--- config.mk ---
export PLATFORM = sky130hd
export DESIGN_NAME = wsq_sequencer
export DESIGN_NICKNAME = d
export VERILOG_FILES = /design/src/rtl/wsq_pkg.sv /design/src/rtl/wsq_lifo.sv /design/src/rtl/wsq_outstanding.sv /design/src/rtl/wsq_walk_fifo.sv /design/src/rtl/wsq_sequencer.sv
export SDC_FILE = /design/constraint.sdc
export NUM_CORES = 1
export LEC_CHECK = 0
export BUFFER_PORTS_ARGS = -buffer_cell sky130_fd_sc_hd__buf_2
export CORE_ASPECT_RATIO = 0.6
export CORE_UTILIZATION = 38
export DETAILED_ROUTE_END_ITERATION = 6
export SLEW_MARGIN = 30
export SYNTH_ARGS = -nofsm -noshare
export SYNTH_HDL_FRONTEND = slang
export SYNTH_HIERARCHICAL = 1
export SYNTH_SLANG_ARGS = --single-unit
--- constraint.sdc ---
create_clock -name clk -period 13.33 [get_ports clk]
set_input_delay 2.666 -clock clk [delete_from_list [all_inputs] [get_ports clk]]
set_output_delay 2.666 -clock clk [all_outputs]
set_load 0.05 [all_outputs]
--- src/rtl/wsq_pkg.sv ---
package wsq_pkg;

   // source of the request presented to memory in a cycle
   typedef enum logic [1:0] {
      SRC_IDLE  = 2'd0,
      SRC_READ  = 2'd1,
      SRC_WBACK = 2'd2
   } src_e;

   // bits needed to hold the values 0 .. n-1
   function automatic int cnt_bits(input int n);
      return (n < 2) ? 1 : $clog2(n);
   endfunction

endpackage

--- src/rtl/wsq_lifo.sv ---
module wsq_lifo #(
   parameter int WIDTH = 32,
   parameter int DEPTH = 4,
   parameter int CW    = wsq_pkg::cnt_bits(DEPTH + 1)
) (
   input  logic             clk,
   input  logic             rst_n,
   input  logic             pop_i,
   input  logic             push_a_i,
   input  logic [WIDTH-1:0] data_a_i,
   input  logic             push_b_i,
   input  logic [WIDTH-1:0] data_b_i,
   output logic [WIDTH-1:0] top_o,
   output logic [CW-1:0]    count_o
);

   logic [WIDTH-1:0] slot_q [DEPTH];
   logic [CW-1:0]    cnt_q;
   logic [CW-1:0]    base;
   logic [CW-1:0]    slot_b;

   // pop first, then push a, then push b
   assign base   = cnt_q - CW'(pop_i);
   assign slot_b = base + CW'(push_a_i);

   always_ff @(posedge clk or negedge rst_n) begin
      if (!rst_n) cnt_q <= '0;
      else        cnt_q <= slot_b + CW'(push_b_i);
   end

   always_ff @(posedge clk) begin
      for (int i = 0; i < DEPTH; i++) begin
         if (push_a_i && base == CW'(i))
            slot_q[i] <= data_a_i;
         else if (push_b_i && slot_b == CW'(i))
            slot_q[i] <= data_b_i;
      end
   end

   always_comb begin
      top_o = '0;
      for (int i = 0; i < DEPTH; i++) begin
         if (cnt_q == CW'(i + 1)) top_o = slot_q[i];
      end
   end

   assign count_o = cnt_q;

endmodule

--- src/rtl/wsq_outstanding.sv ---
module wsq_outstanding #(
   parameter int WB_DEPTH = 4,
   parameter int TW       = wsq_pkg::cnt_bits(WB_DEPTH + 2),
   parameter int WW       = wsq_pkg::cnt_bits(WB_DEPTH + 1)
) (
   input  logic          clk,
   input  logic          rst_n,
   input  logic          send_i,
   input  logic          send_wr_i,
   input  logic          resp_i,
   input  logic          resp_wr_i,
   output logic [TW-1:0] total_o,
   output logic [WW-1:0] writes_o
);

   logic [TW-1:0] total_q;
   logic [WW-1:0] writes_q;

   always_ff @(posedge clk or negedge rst_n) begin
      if (!rst_n) begin
         total_q  <= '0;
         writes_q <= '0;
      end else begin
         total_q  <= total_q + TW'(send_i) - TW'(resp_i);
         writes_q <= writes_q + WW'(send_wr_i) - WW'(resp_wr_i);
      end
   end

   assign total_o  = total_q;
   assign writes_o = writes_q;

endmodule

--- src/rtl/wsq_walk_fifo.sv ---
module wsq_walk_fifo #(
   parameter int IDW   = 4,
   parameter int DEPTH = 4
) (
   input  logic           clk,
   input  logic           rst_n,
   input  logic           push_i,
   input  logic [IDW-1:0] id_i,
   input  logic           pop_i,
   output logic [IDW-1:0] head_o,
   output logic           empty_o,
   output logic           full_o
);

   if (DEPTH == 1) begin : g_single
      logic           vld_q;
      logic [IDW-1:0] id_q;

      always_ff @(posedge clk or negedge rst_n) begin
         if (!rst_n) begin
            vld_q <= 1'b0;
            id_q  <= '0;
         end else if (push_i) begin
            vld_q <= 1'b1;
            id_q  <= id_i;
         end else if (pop_i) begin
            vld_q <= 1'b0;
         end
      end

      assign head_o  = id_q;
      assign empty_o = !vld_q;
      assign full_o  = vld_q;
   end else begin : g_ring
      localparam int PW = $clog2(DEPTH);
      localparam int CW = $clog2(DEPTH + 1);

      logic [IDW-1:0] ring_q [DEPTH];
      logic [PW-1:0]  rd_q, wr_q;
      logic [CW-1:0]  cnt_q;

      function automatic logic [PW-1:0] adv(input logic [PW-1:0] p);
         return (p == PW'(DEPTH - 1)) ? '0 : p + 1'b1;
      endfunction

      always_ff @(posedge clk or negedge rst_n) begin
         if (!rst_n) begin
            rd_q  <= '0;
            wr_q  <= '0;
            cnt_q <= '0;
         end else begin
            if (push_i) wr_q <= adv(wr_q);
            if (pop_i)  rd_q <= adv(rd_q);
            cnt_q <= cnt_q + CW'(push_i) - CW'(pop_i);
         end
      end

      always_ff @(posedge clk) begin
         if (push_i) ring_q[wr_q] <= id_i;
      end

      assign head_o  = ring_q[rd_q];
      assign empty_o = (cnt_q == '0);
      assign full_o  = (cnt_q == CW'(DEPTH));
   end

endmodule

--- src/rtl/wsq_sequencer.sv ---
module wsq_sequencer
   import wsq_pkg::*;
#(
   parameter int ADDR_W     = 32,
   parameter int DATA_W     = 64,
   parameter int ID_W       = 4,
   parameter int WB_DEPTH   = 4,
   parameter int WALK_DEPTH = 4
) (
   input  logic              clk,
   input  logic              rst_n,
   input  logic              start_req_i,
   input  logic [ID_W-1:0]   start_id_i,
   output logic              start_ready_o,
   output logic              launch_o,
   output logic [ID_W-1:0]   launch_id_o,
   input  logic              rd_load_i,
   input  logic [ADDR_W-1:0] rd_addr_i,
   input  logic              wb_load_i,
   input  logic [ADDR_W-1:0] wb_addr_i,
   input  logic [DATA_W-1:0] wb_data_i,
   output logic              wb_full_o,
   input  logic              end_i,
   input  logic              end_fault_i,
   output logic              done_o,
   output logic              done_fault_o,
   output logic              mem_req_o,
   output logic              mem_we_o,
   output logic [ADDR_W-1:0] mem_addr_o,
   output logic [DATA_W-1:0] mem_wdata_o,
   input  logic              mem_accept_i,
   input  logic              mem_retry_i,
   input  logic              mem_resp_i,
   input  logic              mem_resp_nack_i,
   input  logic              mem_resp_we_i,
   input  logic [ADDR_W-1:0] mem_resp_addr_i,
   input  logic [DATA_W-1:0] mem_resp_data_i
);

   localparam int ENT_W = ADDR_W + DATA_W;
   localparam int WBCW  = cnt_bits(WB_DEPTH + 1);
   localparam int IFW   = cnt_bits(WB_DEPTH + 2);

   if (WB_DEPTH < 1 || WALK_DEPTH < 1 || ADDR_W < 1 || DATA_W < 1 || ID_W < 1) begin : g_bad_cfg
      $error("wsq_sequencer: widths and depths must be at least 1");
   end

   logic              park_q;
   logic              rd_vld_q;
   logic [ADDR_W-1:0] rd_addr_q;
   logic              active_q;
   logic              end_q;
   logic              fault_q;

   logic [ENT_W-1:0]  wb_top;
   logic [WBCW-1:0]   wb_cnt;
   logic [WBCW-1:0]   wr_out;
   logic [IFW-1:0]    inflight;
   src_e              src;
   logic              sent, refused, pop_wb;
   logic              nack_rd, nack_wr, wb_take;
   logic              q_empty, q_full;

   // issue selection: parked -> nothing, read ahead of write-backs
   always_comb begin
      if (park_q)               src = SRC_IDLE;
      else if (rd_vld_q)        src = SRC_READ;
      else if (wb_cnt != '0)    src = SRC_WBACK;
      else                      src = SRC_IDLE;
   end

   assign mem_req_o   = (src != SRC_IDLE);
   assign mem_we_o    = (src == SRC_WBACK);
   assign mem_addr_o  = (src == SRC_WBACK) ? wb_top[ENT_W-1:DATA_W] : rd_addr_q;
   assign mem_wdata_o = (src == SRC_WBACK) ? wb_top[DATA_W-1:0] : '0;

   assign sent    = mem_req_o && mem_accept_i;
   assign refused = mem_req_o && !mem_accept_i;
   assign pop_wb  = sent && (src == SRC_WBACK);
   assign nack_rd = mem_resp_i && mem_resp_nack_i && !mem_resp_we_i;
   assign nack_wr = mem_resp_i && mem_resp_nack_i && mem_resp_we_i;

   assign wb_full_o = ({1'b0, wb_cnt} + {1'b0, wr_out}) >= (WBCW + 1)'(WB_DEPTH);
   assign wb_take   = wb_load_i && !wb_full_o;

   wsq_lifo #(.WIDTH(ENT_W), .DEPTH(WB_DEPTH), .CW(WBCW)) u_stack (
      .clk      (clk),
      .rst_n    (rst_n),
      .pop_i    (pop_wb),
      .push_a_i (nack_wr),
      .data_a_i ({mem_resp_addr_i, mem_resp_data_i}),
      .push_b_i (wb_take),
      .data_b_i ({wb_addr_i, wb_data_i}),
      .top_o    (wb_top),
      .count_o  (wb_cnt)
   );

   wsq_outstanding #(.WB_DEPTH(WB_DEPTH), .TW(IFW), .WW(WBCW)) u_track (
      .clk       (clk),
      .rst_n     (rst_n),
      .send_i    (sent),
      .send_wr_i (pop_wb),
      .resp_i    (mem_resp_i),
      .resp_wr_i (mem_resp_i && mem_resp_we_i),
      .total_o   (inflight),
      .writes_o  (wr_out)
   );

   wsq_walk_fifo #(.IDW(ID_W), .DEPTH(WALK_DEPTH)) u_walks (
      .clk     (clk),
      .rst_n   (rst_n),
      .push_i  (start_req_i && !q_full),
      .id_i    (start_id_i),
      .pop_i   (launch_o),
      .head_o  (launch_id_o),
      .empty_o (q_empty),
      .full_o  (q_full)
   );

   assign start_ready_o = !q_full;
   assign launch_o      = !active_q && !q_empty;
   assign done_o        = active_q && end_q && (inflight == '0) && !rd_vld_q && (wb_cnt == '0);
   assign done_fault_o  = fault_q;

   always_ff @(posedge clk or negedge rst_n) begin
      if (!rst_n) begin
         park_q    <= 1'b0;
         rd_vld_q  <= 1'b0;
         rd_addr_q <= '0;
         active_q  <= 1'b0;
         end_q     <= 1'b0;
         fault_q   <= 1'b0;
      end else begin
         if (refused)          park_q <= 1'b1;
         else if (mem_retry_i) park_q <= 1'b0;

         if (sent && src == SRC_READ) rd_vld_q <= 1'b0;
         if (nack_rd) begin
            rd_vld_q  <= 1'b1;
            rd_addr_q <= mem_resp_addr_i;
         end
         if (rd_load_i) begin
            rd_vld_q  <= 1'b1;
            rd_addr_q <= rd_addr_i;
         end

         if (end_i) begin
            end_q   <= 1'b1;
            fault_q <= end_fault_i;
         end else if (done_o) begin
            end_q   <= 1'b0;
         end

         if (launch_o)    active_q <= 1'b1;
         else if (done_o) active_q <= 1'b0;
      end
   end

endmodule

==> results of run 1 <==
[stage by stage]
stage | cell area [um2] | hold slack (ns)
2_1_floorplan | 22980 | 0.4408
3_3_place_gp | 25440 | 0.4520
3_5_place_dp | 25480 | 0.4581
4_1_cts | 26920 | 0.4731
5_1_grt | 26950 | 0.5032
6_report | 26970 | 0.4696
[report_power, final]
part	switching (mW)	internal, mW	total (mW)
Combinational	1.05	0.620	1.67
Sequential	0.135	1.80	1.94
Clock	0.578	0.701	1.28
[kinds of logic after synthesis]
group	after synthesis
simple gates	104
mux	583
fa+ha+maj	21
compound gates	205
flops	453
buf+inv	134
xor+xnor	10
[worst reg2reg max path, cell delays in order (launching register included)]
cell,delay (ns)
dfrtp_4,0.99
nor3_2,0.24
nor4_1,0.51
ha_1,0.27
ha_1,0.34
inv_1,0.28
ha_1,0.22
xor3_1,0.27
nor3b_2,0.12
nand2_4,0.56
buf_4,0.91
mux2_2,0.51
[cells in the final DEF, fill, tap and decap left out, types with 4 or more instances in the layout]
master	instances
clkinvlp_4	4
and2_1	69
inv_1	22
xnor2_1	5
mux4_2	4
mux2_2	472
clkbuf_16	47
a22oi_1	96
clkbuf_1	15
o22ai_1	96
o21ai_4	4
clkinv_1	4
nand2_1	5
diode_2	12
and3_1	4
clkinv_2	8
mux2i_1	96
edfxtp_1	400
buf_2	346
buf_4	25
mux2_1	11
dfrtp_1	51
ha_1	18
[final cells by class]
class                   count  area, um2  share of cell area
well taps                 781      977.2             0.03623
multi-input cells         923       9101              0.3375
diodes                     12      30.03            0.001113
repair buffers            375       1989             0.07377
flip-flops and latches    453      13350              0.4948
clock inverters            23      196.4            0.007284
clock buffers              63       1246             0.04621
inverters                  22      82.58            0.003062
[final timing paths]
kind / slack (ns) / to / from
worst max-delay path: 6.54 / mem_addr_o[3] / u_stack/count_o[1]
worst min-delay path: 0.47 / end_q / end_q
worst max register to register: 7.86 / u_stack/slot_q[0][15] / u_stack/count_o[1]
worst min register to register: 0.47 / end_q / end_q
max in group asynchronous: 10.48 / u_stack/count_o[0] / rst_n
min in group asynchronous: 2.23 / park_q / rst_n
[metal layers]
metal,vias to the layer above,GRT usage,wire length [um]
li1,6603,-,-
met1,7477,0.2839,29470
met2,432,0.3283,29670
met3,71,0.04838,4517
met4,18,0.04456,850
met5,-,0,111
[sequential cells by signal, indices dropped and copies added, names as in the netlist]
register and count:
end_q 1, u_walks/g_ring.cnt_q 3, active_q 1, u_walks/g_ring.wr_q 2, done_fault_o 1, rd_vld_q 1
u_track/writes_o 3, rd_addr_q 32, u_stack/slot_q 384, u_walks/g_ring.rd_q 2, u_stack/count_o 3, u_track/total_o 3
u_walks/g_ring.ring_q 16, park_q 1
==> flow_summary_export.csv, run 1 <==
group,metric,value,unit
run_status,status,"finished clean",
worst_setup_path,r2r_cells,11,
clock_tree,cts_buffers,47,
timing,fmax,147.4,MHz
floorplanning,initial_utilization,0.3863,
timing,tightest_slew,0.9900,ns
floorplanning,die_x,319.5,um
logic_synthesis,synthTopCellsByArea,"edfxtp_1 52%, mux2_2 23%, dfrtp_1 5.8%",
logic_synthesis,synth_fp_nets,1771,
logic_synthesis,ys_seq_elements,453,
grt,antenna_found_initial,19,
worst_setup_path,critPathRequiredTime,10.66,ns
floorplanning,ios,347,
logic_synthesis,synth-warning-count,6,
logic_synthesis,postSynthCellCount,1510,
placement,placedCellCount,2553,
timing,fin_ws,6.545,ns
timing,setup_viol,0,
floorplanning,dieArea,61490,um2
logic_synthesis,syn_avg_cell_area,15.22,um2
grt,grt_use_total,0.2055,
logic_synthesis,netlist.area_leader.share,0.5227,
clock_tree,hold_buffers,0,
floorplanning,chipHeight,192.5,um
logic_synthesis,synthAdderAreaFrac,0.01241,
detailed_routing,drt_iter0_drc,989,
detailed_routing,drc,0,
logic_synthesis,synth-edff-count,400,
clock_tree,clockRootBuffer,"clkbuf_16",
timing,final.setup.tns,0,ns
pwr,p_per_area,181.4,nW/um2
detailed_routing,drt_first_pass_iters,5,
placement,hpwl,37.48,mm
worst_setup_path,critPathSlowestCell,"dfrtp_4",
timing,skew,0.02754,ns
pwr,ir_worst_vdd,124.8,uV
worst_setup_path,crit_arrival,4.12,ns
flow_run,maxCapViolCount,0,
detailed_routing,post_drt_wl_per_cell,24.37,um
logic_synthesis,synth_top_family_by_area,"multiplexers",
logic_synthesis,ys_seq_area_frac,0.5805,
worst_setup_path,worst-path-buf-inv,3,
logic_synthesis,ys_types,45,
layout,fin_cells,2652,
layout,syn_to_final_growth,17.36,%
logic_synthesis,synthArstFlopShare,0.1170,
worst_setup_path,worstPathMaxFanout,70,
logic_synthesis,synthSimpleGateAreaFrac,0.02908,
worst_setup_path,start_kind,"flip-flop",
worst_setup_path,end_kind,"output port",
detailed_routing,drt_wl_total,64.62,mm
clock_tree,insertion_delay,0.60,ns
logic_synthesis,synth_compound_area_frac,0.06164,
timing,hold_violations,0,
clock_tree,cts.reportedPaths.clkPinSlew,0.07,ns
clock_tree,htreeDepth,2,
logic_synthesis,synthMuxAreaShare,0.2824,
grt,gr-total-overflow,0,
grt,grt_max_degree,71,
worst_setup_path,worst_path_largest_cell_delay,0.99,ns
layout,layout-drive-gt1-share,0.5040,
clock_tree,cts_tree,"done",
layout,final_nets,2083,
grt,grt_pass1_wl,95.02,mm
worst_setup_path,cp_num_cells,6,
min_path,hold_class,"reg2reg",
logic_synthesis,yosys-top-cells-count,"472 x mux2_2, 400 x edfxtp_1, 96 x a22oi_1, 96 x mux2i_1, 96 x o22ai_1",
detailed_routing,vias,14601,
timing,min_period,6.785,ns
timing,rsz0062_at_grt,"false",
detailed_routing,ant_nets,0,
logic_synthesis,synthXorXnorAreaFrac,0.005717,
logic_synthesis,synth_top_area_cell,"edfxtp_1",
timing,max_slew_margin,0.3400,
detailed_routing,via_per_inst,5.506,
pwr,power.leakage,10.10,nW
min_path,hold_path_depth,1,
floorplanning,core-area,59480,um2
placement,gp_congestion,0.7710,
logic_synthesis,synth_flop_cell,"edfxtp_1",
logic_synthesis,syn-cell-area,22980,um2
floorplanning,fp-row-count,69,
layout,nFillCells,5353,
timing,timing.final.crit_share,0.5090,
worst_setup_path,worstSetupPathType,"reg2out",
placement,port_buffers,346,
placement,dp_slack,6.262,ns
clock_tree,clockBufferDepth,3,
grt,grt_pass1_vias,15112,
pwr,total_power,4.892,mW
clock_tree,clkSinkCount,453,
worst_setup_path,crit_chain,"buf_4, nand2b_4, buf_6, o22ai_1, mux2_2, buf_2",
clock_tree,cts-resized-gates,0,
layout,finish.utilization,0.4534,
worst_setup_path,path_delay_family,"buffers and inverters",
clock_tree,cts_setup_buffers,0,
logic_synthesis,synth_most_common_cell,"mux2_2",
timing,report.final.slew_viol_count,0,
(Power assumes the default switching activity.)
==> inputs of run 2 (changes only) <==
Clock period 13.33 ns to 6.65 ns, I/O delays scaled along.
==> run 2 against run 1 <==
Power increased by 100%. Utilization up 0.37 points. Clock skew down 0.022 ns. Clock power increased by 110%. Flip-flop and latch count stayed put. Global-route usage decreased by 0.69 points. Via count fell by 1.6%. Cell count down 0.30%. Critical endpoint is now mem_addr_o[23].
==> flow_summary_export.csv, run 2 (synthesized netlist as in run 1, its figures left out) <==
group,metric,value,unit
run_status,status,"finished clean",
timing,hold_violations,0,
worst_setup_path,worstSetupPathType,"reg2out",
clock_tree,htreeDepth,2,
worst_setup_path,startpoint,"u_stack/count_o[1]",
layout,final_nets,2084,
worst_setup_path,worstPathMaxFanout,58,
layout,layout-drive-gt1-share,0.5024,
timing,skew,0.005876,ns
grt,use_met3,0.04219,
layout,largest_register,"u_stack/slot_q",
grt,antenna_found_initial,17,
floorplanning,dieArea,61490,um2
grt,gr-total-overflow,0,
worst_setup_path,crit_arrival,4.03,ns
detailed_routing,drt_first_pass_iters,5,
floorplanning,fp-row-count,69,
min_path,hold_class,"reg2reg",
worst_setup_path,end_kind,"output port",
pwr,p_per_area,365.2,nW/um2
detailed_routing,ant_nets,0,
detailed_routing,drc,0,
grt,grtUsageMet2,0.3250,
grt,grt_use_total,0.1985,
floorplanning,initial_utilization,0.3863,
clock_tree,clockRootBuffer,"clkbuf_16",
timing,report.final.slew_viol_count,0,
placement,gp_congestion,0.7731,
layout,nFillCells,5270,
worst_setup_path,start_kind,"flip-flop",
min_path,worstHoldStart,"end_q",
clock_tree,cts_setup_buffers,0,
placement,placedCellCount,2556,
layout,largest_reg_flops,384,
grt,grt_use_met1,0.2715,
pwr,ir_worst_vdd,274.5,uV
timing,fmax,186.6,MHz
grt,grt-busiest-layer,"met2",
clock_tree,cts_buffers,46,
timing,final.setup.tns,0,ns
timing,fin_hold_ws,0.4765,ns
pwr,total_power,9.930,mW
timing,timing.final.crit_share,0.8058,
layout,finish.utilization,0.4571,
floorplanning,die_x,319.5,um
detailed_routing,drt_iter0_drc,763,
worst_setup_path,worstReg2RegStart,"u_stack/count_o[1]",
floorplanning,ios,347,
timing,setup_viol,0,
clock_tree,clkSinkCount,453,
grt,grt_pass1_vias,15120,
clock_tree,insertion_delay,0.56,ns
detailed_routing,post_drt_wl_per_cell,23.48,um
grt,grt_pass1_wl,92.44,mm
layout,reg_top3,"u_stack/slot_q: 384 flops, rd_addr_q: 32 flops, u_walks/g_ring.ring_q: 16 flops",
timing,max_slew_margin,0.3561,
flow_run,maxCapViolCount,0,
floorplanning,chipHeight,192.5,um
clock_tree,cts_tree,"done",
detailed_routing,drt_wl_total,62.07,mm
grt,grt_max_degree,83,
placement,hpwl,37.25,mm
clock_tree,hold_buffers,0,
clock_tree,cts-resized-gates,0,
detailed_routing,via_per_inst,5.435,
clock_tree,cts.reportedPaths.clkPinSlew,0.06,ns
detailed_routing,vias,14369,
worst_setup_path,critPathRequiredTime,5.32,ns
floorplanning,core-area,59480,um2
timing,min_period,5.359,ns
clock_tree,clockBufferDepth,3,
pwr,power.leakage,10.20,nW
layout,layout_common_cells,"472 x mux2_2, 400 x edfxtp_1, 346 x buf_2",
timing,rsz0062_at_grt,"false",
layout,final_common_cell,"mux2_2",
layout,fin_cells,2644,
placement,port_buffers,346,
layout,syn_to_final_growth,18.32,%
timing,tightest_slew,0.9636,ns
[run 2: power by group]
part | internal [mW] | switching, mW
clock | 1.59 | 1.08
combinational | 1.28 | 2.13
sequential | 3.62 | 0.236
[run 2: final cells by class]
type / instances / area (um2) / share of cell area
sequential: 453 / 13350 / 0.4908
multi-input combinational: 923 / 9101 / 0.3347
timing repair buffer: 377 / 2135 / 0.07851
clock buffer: 62 / 1295 / 0.04763
tap: 781 / 977.2 / 0.03594
clock inverter: 20 / 237.7 / 0.008744
inverter: 22 / 82.58 / 0.003037
antenna: 6 / 15.01 / 0.0005522
[run 2: worst paths after layout]
kind / endpoint / slack (ns) / depth (start not counted)
min: end_q / 0.48 / 1
max in group asynchronous: u_stack/count_o[0] / 5.13 / 2
min reg2reg: end_q / 0.48 / 1
min in group asynchronous: park_q / 0.93 / 2
max reg2reg: u_stack/slot_q[0][22] / 1.59 / 10
max: mem_addr_o[23] / 1.29 / 6
[run 2: through the flow]
| step | setup slack [ns] | cell area, um2 |
|---|---|---|
| 2_1_floorplan | -0.5593 | 22990 |
| 3_3_place_gp | 1.353 | 25610 |
| 3_5_place_dp | 1.272 | 25640 |
| 4_1_cts | 1.171 | 27170 |
| 5_1_grt | 1.098 | 27180 |
| 6_report | 1.291 | 27190 |
[run 2: worst max-delay path, stage by stage (launching register included)]
cell and delay (ns):
dfrtp_4 0.82, buf_4 0.84, nand2b_4 0.43, buf_4 0.44, o22ai_1 0.40, mux2_2 0.22
buf_2 0.25
[run 2: metal layers]
metal	vias to the layer above	part of all wire
met2	319	0.47
met3	82	0.054
met5	-	0.0021
met1	7357	0.46
met4	20	0.014
li1	6591	-
